<file path="config.mk">
export PLATFORM = sky130hd
export DESIGN_NAME = dac_load_ctrl
export DESIGN_NICKNAME = d
export VERILOG_FILES = /design/src/rtl/dac_load_pkg.sv /design/src/rtl/dac_load_edge.sv /design/src/rtl/dac_load_decode.sv /design/src/rtl/dac_load_chan.sv /design/src/rtl/dac_load_ctrl.sv
export SDC_FILE = /design/constraint.sdc
export NUM_CORES = 1
export LEC_CHECK = 0
export ABC_AREA = 1
export BUFFER_PORTS_ARGS = -buffer_cell sky130_fd_sc_hd__buf_4
export CORE_MARGIN = 5
export CORE_UTILIZATION = 63
export CTS_CLUSTER_SIZE = 8
export DETAILED_ROUTE_END_ITERATION = 12
export HOLD_SLACK_MARGIN = 0.12
export PLACE_DENSITY_LB_ADDON = 0.12
export SETUP_SLACK_MARGIN = 0.4
export SYNTH_ARGS = -nofsm -noshare
export SYNTH_HDL_FRONTEND = slang
export SYNTH_HIERARCHICAL = 1
export SYNTH_SLANG_ARGS = --single-unit
</file>
<file path="constraint.sdc">
create_clock -name clk -period 6.4 [get_ports clk]
set_clock_uncertainty 0.2 [all_clocks]
set_input_delay 0 -clock clk [delete_from_list [all_inputs] [get_ports clk]]
set_output_delay 0 -clock clk [all_outputs]
set_load 0.005 [all_outputs]
</file>
<file path="src/rtl/dac_load_pkg.sv">
package dac_load_pkg;

   localparam logic [15:0] LOAD_KEY_DEFAULT = 16'hBB00;

   typedef enum logic [1:0] {
      SEL_DATA = 2'd0,
      SEL_CFG  = 2'd1,
      SEL_LOAD = 2'd2,
      SEL_NONE = 2'd3
   } reg_sel_e;

endpackage

</file>
<file path="src/rtl/dac_load_edge.sv">
module dac_load_edge #(
   parameter int STAGES = 2
) (
   input  logic clk,
   input  logic rst_n,
   input  logic pin_async,
   output logic rise_pulse
);
   if (STAGES < 2) begin : g_bad_stages
      $error("dac_load_edge: STAGES must be at least 2");
   end

   logic [STAGES-1:0] sync_q;
   logic              last_q;

   always_ff @(posedge clk) begin
      if (!rst_n) begin
         sync_q <= '0;
         last_q <= 1'b0;
      end else begin
         sync_q <= {sync_q[STAGES-2:0], pin_async};
         last_q <= sync_q[STAGES-1];
      end
   end

   assign rise_pulse = sync_q[STAGES-1] & ~last_q;
endmodule

</file>
<file path="src/rtl/dac_load_decode.sv">
module dac_load_decode
   import dac_load_pkg::*;
#(
   parameter int NUM_CH = 8,
   parameter int ADDR_W = 4
) (
   input  logic              bus_we,
   input  logic [ADDR_W-1:0] bus_addr,
   output reg_sel_e          sel,
   output logic [NUM_CH-1:0] ch_we,
   output logic              cfg_we,
   output logic              ld_we
);
   localparam logic [ADDR_W-1:0] CFG_ADDR = ADDR_W'(NUM_CH);
   localparam logic [ADDR_W-1:0] LD_ADDR  = ADDR_W'(NUM_CH + 1);

   always_comb begin
      if (bus_addr < CFG_ADDR)       sel = SEL_DATA;
      else if (bus_addr == CFG_ADDR) sel = SEL_CFG;
      else if (bus_addr == LD_ADDR)  sel = SEL_LOAD;
      else                           sel = SEL_NONE;
   end

   for (genvar n = 0; n < NUM_CH; n++) begin : g_we
      assign ch_we[n] = bus_we && (bus_addr == ADDR_W'(n));
   end

   assign cfg_we = bus_we && (sel == SEL_CFG);
   assign ld_we  = bus_we && (sel == SEL_LOAD);
endmodule

</file>
<file path="src/rtl/dac_load_chan.sv">
module dac_load_chan #(
   parameter int DATA_W = 12
) (
   input  logic              clk,
   input  logic              rst_n,
   input  logic              wr,
   input  logic [DATA_W-1:0] wdata,
   input  logic              sync_en,
   input  logic              load,
   output logic [DATA_W-1:0] data_q,
   output logic [DATA_W-1:0] latch_q
);
   always_ff @(posedge clk) begin
      if (!rst_n) begin
         data_q  <= '0;
         latch_q <= '0;
      end else begin
         if (wr) data_q <= wdata;
         if (sync_en) begin
            if (load) latch_q <= data_q;
         end else if (wr) begin
            latch_q <= wdata;
         end
      end
   end
endmodule

</file>
<file path="src/rtl/dac_load_ctrl.sv">
module dac_load_ctrl
   import dac_load_pkg::*;
#(
   parameter int          NUM_CH      = 8,
   parameter int          DATA_W      = 12,
   parameter int          REG_W       = 16,
   parameter int          ADDR_W      = 4,
   parameter int          SYNC_STAGES = 2,
   parameter logic [15:0] LOAD_KEY    = LOAD_KEY_DEFAULT
) (
   input  logic                     clk,
   input  logic                     rst_n,
   input  logic                     bus_we,
   input  logic [ADDR_W-1:0]        bus_addr,
   input  logic [REG_W-1:0]         bus_wdata,
   output logic [REG_W-1:0]         bus_rdata,
   input  logic                     ext_load,
   output logic [NUM_CH*DATA_W-1:0] dac_code,
   output logic [NUM_CH-1:0]        gain_sel
);
   localparam int CFG_W = 2 * NUM_CH;

   if (CFG_W != REG_W) begin : g_bad_cfg
      $error("dac_load_ctrl: two config bits per channel must fill REG_W");
   end
   if (DATA_W > REG_W) begin : g_bad_data
      $error("dac_load_ctrl: DATA_W exceeds REG_W");
   end
   if (NUM_CH + 2 > (1 << ADDR_W)) begin : g_bad_addr
      $error("dac_load_ctrl: address space too small");
   end
   if (REG_W != 16) begin : g_bad_key
      $error("dac_load_ctrl: load key is 16 bits wide");
   end

   reg_sel_e                 sel;
   logic [NUM_CH-1:0]        ch_we;
   logic                     cfg_we;
   logic                     ld_we;
   logic [CFG_W-1:0]         cfg_q;
   logic [REG_W-1:0]         ld_q;
   logic                     key_strobe;
   logic                     ext_pulse;
   logic                     load_fire;
   logic [NUM_CH*DATA_W-1:0] data_flat;
   logic [NUM_CH-1:0]        sync_en;

   dac_load_decode #(.NUM_CH(NUM_CH), .ADDR_W(ADDR_W)) i_decode (
      .bus_we  (bus_we),
      .bus_addr(bus_addr),
      .sel     (sel),
      .ch_we   (ch_we),
      .cfg_we  (cfg_we),
      .ld_we   (ld_we)
   );

   dac_load_edge #(.STAGES(SYNC_STAGES)) i_edge (
      .clk       (clk),
      .rst_n     (rst_n),
      .pin_async (ext_load),
      .rise_pulse(ext_pulse)
   );

   always_ff @(posedge clk) begin
      if (!rst_n) begin
         cfg_q <= '0;
         ld_q  <= '0;
      end else begin
         if (cfg_we) cfg_q <= bus_wdata;
         if (ld_we)           ld_q <= bus_wdata;
         else if (key_strobe) ld_q <= '0;
      end
   end

   assign key_strobe = (ld_q == LOAD_KEY);
   assign load_fire  = key_strobe | ext_pulse;
   assign sync_en    = cfg_q[CFG_W-1:NUM_CH];
   assign gain_sel   = cfg_q[NUM_CH-1:0];

   for (genvar n = 0; n < NUM_CH; n++) begin : g_chan
      dac_load_chan #(.DATA_W(DATA_W)) i_chan (
         .clk    (clk),
         .rst_n  (rst_n),
         .wr     (ch_we[n]),
         .wdata  (bus_wdata[DATA_W-1:0]),
         .sync_en(sync_en[n]),
         .load   (load_fire),
         .data_q (data_flat[n*DATA_W +: DATA_W]),
         .latch_q(dac_code[n*DATA_W +: DATA_W])
      );
   end

   always_comb begin
      bus_rdata = '0;
      case (sel)
         SEL_DATA: begin
            for (int n = 0; n < NUM_CH; n++) begin
               if (bus_addr == ADDR_W'(n)) bus_rdata = REG_W'(data_flat[n*DATA_W +: DATA_W]);
            end
         end
         SEL_CFG:  bus_rdata = cfg_q;
         SEL_LOAD: bus_rdata = ld_q;
         default:  bus_rdata = '0;
      endcase
   end
endmodule

</file>
==> flow_summary.json <==
{
  "worst_slack_ps": 3129,
  "slew_headroom_pct": 12.06,
  "path_clk_slew_ps": 50,
  "io_buffers": 143,
  "fin_util_pct": 76.31,
  "outcome": "finished, final reports clean",
  "avgSynthCellArea_um2": 6.120,
  "synthesis.area_mm2": 0.01130,
  "maxCapViolations": 0,
  "syn_nets": 1870,
  "setup_viol": 0,
  "htreeDepth": 2,
  "antenna_found_initial": 0,
  "routed_wl_um": 34840,
  "hpwl_um": 21870,
  "drt-initial-drc-count": 1501,
  "cts_num_sinks": 227,
  "synth_seq_cells": 227,
  "power_density_mw_per_mm2": 248.5,
  "grt_pass1_wl_um": 55320,
  "r2r-end": "g_chan[3].i_chan/latch_q[7]$_SDFFE_PN0P_",
  "ys_seq_area_share_pct": 40.22,
  "place_ws_ps": 3401,
  "cts_tree": "built",
  "clock_path_buffers": 3,
  "cts.repair.resized": 0,
  "total_power_mw": 3.372,
  "critPathMaxFanout": 16,
  "min_to": "cfg_q[15]$_SDFFE_PN0P_",
  "fin_tns_setup_ps": 0,
  "power_frac_seq_pct": 43.8,
  "grt-ovfl-total": 0,
  "fin_crit_ps": 3271,
  "vias": 12200,
  "ir_drop_mv": 0.2322,
  "grt_use_total_pct": 32.97,
  "rr_startpoint": "ld_q[2]$_SDFFE_PN0P_",
  "cp.required_ps": 6620,
  "start_util_pct": 63.55,
  "vias_per_cell": 5.541,
  "drv_slew": 0,
  "grt_setup_unrepaired": "no",
  "leakage_nw": 6.811,
  "layout_commonest_cell": "nand2_1",
  "seq_area_mm2": 0.004544,
  "fill_cells": 1425,
  "diodes": 0,
  "drtPass1Iterations": 9,
  "die_x_um": 143.9,
  "p_int_mw": 2.555,
  "start_kind": "register",
  "drtAntennaViolNets": 0,
  "coreArea_mm2": 0.01778,
  "cp.arrival_ps": 3500,
  "r2r_setup_slack_ps": 3130,
  "ys_warn_count": 6,
  "drcViolationCount": 0,
  "rows": 49,
  "pwr-share-comb_pct": 8.4,
  "multi_input_area_mm2": 0.005466,
  "layout_common_cells": "nand2_1, nor2_1, dfxtp_1, inv_1, nand3_1",
  "wl_per_cell_um": 15.82,
  "layout-drive-gt1-share_pct": 10.49,
  "hold_viol_final": 0,
  "grt_max_degree": 89,
  "hold_depth": 4,
  "die_h_um": 143.9,
  "synthDistinctLibCells": 24,
  "gp_congestion": 0.9028,
  "min_from": "bus_wdata[15]",
  "syn_to_final_growth_pct": 20.09,
  "fin_crit_sh_pct": 51.10,
  "cp-end-kind": "register",
  "io_pins": 144,
  "cts_buffers": 34,
  "grt_pass1_vias": 11230,
  "min_path_type": "input port to register",
  "worst_slew_pin_slew_ps": 1314,
  "insertion_delay_ps": 500,
  "power_switching_mw": 0.8166,
  "p_sw_share_pct": 24.22,
  "final_nets": 1995,
  "clock_tree.root_cell": "clkbuf_16",
  "synth_cells": 1846,
  "reg2reg_depth": 7,
  "die-area_mm2": 0.02071,
  "critPathKind": "register to register",
  "clockPowerShare_pct": 47.7,
  "fmaxAchievable_mhz": 305.8
}
[metal layers]
metal | up-vias | GRT usage, % | part of all wire (%)
met5 | - | 0 | 0
met1 | 5456 | 41.32 | 39
li1 | 5934 | - | -
met3 | 167 | 5.757 | 8.9
met2 | 645 | 54.73 | 47
met4 | 0 | 16.45 | 5.1
[kinds of logic (layout without fill, tap and decap cells)]
group           Yosys count  in the layout  share of synthesized area (%)
simple gates           1122           1122                          39.79
buf+inv                 309            436                          11.40
compound gates          188            188                          8.594
flops                   227            227                          40.22
[power groups by stage]
| stage | clock, mW | sequential, mW | combinational (mW) |
|---|---|---|---|
| finish | 1.61 | 1.48 | 0.284 |
| global route | 1.68 | 1.48 | 0.313 |
| global placement | 0 | 1.50 | 0.252 |
| detailed placement | 0 | 1.50 | 0.257 |
| CTS | 1.62 | 1.48 | 0.276 |
| floorplan | 0 | 1.50 | 0.156 |
[Yosys cell counts, drive strengths merged]
cell type	instances	area, um2
a21oi	35	175.2
a31oi	10	62.56
buf	71	394.1
clkbuf	34	127.6
dfxtp	227	4544
inv	204	765.7
nand2	507	1903
nand3	167	840.8
nand3b	1	7.510
nand4	12	75.07
nor2	428	1617
nor3	5	40.04
nor4	1	6.260
o211ai	2	15.01
o21ai	131	655.6
o22ai	10	62.56
or2	1	6.260
[how the worst max path moves through the flow]
stage | from | to | slack [ps] | depth (start not counted)
floorplan | ld_q[2]$_SDFFE_PN0P_ | g_chan[0].i_chan/latch_q[10]$_SDFFE_PN0P_ | 4320 | 10
global placement | ld_q[2]$_SDFFE_PN0P_ | g_chan[1].i_chan/latch_q[0]$_SDFFE_PN0P_ | 3500 | 7
detailed placement | ld_q[2]$_SDFFE_PN0P_ | g_chan[3].i_chan/latch_q[6]$_SDFFE_PN0P_ | 3400 | 7
CTS | ld_q[11]$_SDFFE_PN0P_ | g_chan[3].i_chan/latch_q[7]$_SDFFE_PN0P_ | 3310 | 8
global route | ld_q[2]$_SDFFE_PN0P_ | g_chan[3].i_chan/latch_q[1]$_SDFFE_PN0P_ | 2860 | 7
finish | ld_q[2]$_SDFFE_PN0P_ | g_chan[3].i_chan/latch_q[7]$_SDFFE_PN0P_ | 3130 | 7
[state kept, by name, summed over array words and instances (netlist names)]
name and flops:
cfg_q 16, g_chan.i_chan/data_q 96, g_chan.i_chan/latch_q 96, i_edge/last_q 1, i_edge/sync_q 2, ld_q 16
[worst max-delay path, stage by stage (launching register included)]
cell	delay, ps
dfxtp_1	320
nor4_1	320
nand3_1	500
nand2_1	930
nand2_1	490
nand3_1	220
nand2_1	80
nor2_1	110
[per-stage QoR]
step | cells | hold slack, ps | cell area, um2
2_1_floorplan | 1846 | -106.5 | 11300
3_3_place_gp | 2118 | -10.81 | 12170
3_5_place_dp | 2118 | 1.277 | 12170
4_1_cts | 2202 | 131.9 | 13570
5_1_grt | 2202 | 231.9 | 13570
6_report | 2202 | 171.6 | 13570
[repair_timing]
item | in CTS | in global routing
setup endpoints to repair | 0 | 0
hold endpoints to repair | 227 | 0
hold buffers | 46 | 0
setup buffers | 0 | 0
[cell type report]
| type | instances | share of cell area (%) |
|---|---|---|
| flip-flops and latches | 227 | 33.49 |
| clock buffers | 37 | 6.824 |
| inverters | 204 | 5.644 |
| multi-input cells | 1310 | 40.29 |
| well taps | 229 | 2.112 |
| clock inverters | 1 | 0.05533 |
| repair buffers | 194 | 11.58 |
No activity file was read; power rests on OpenSTA's default activity.
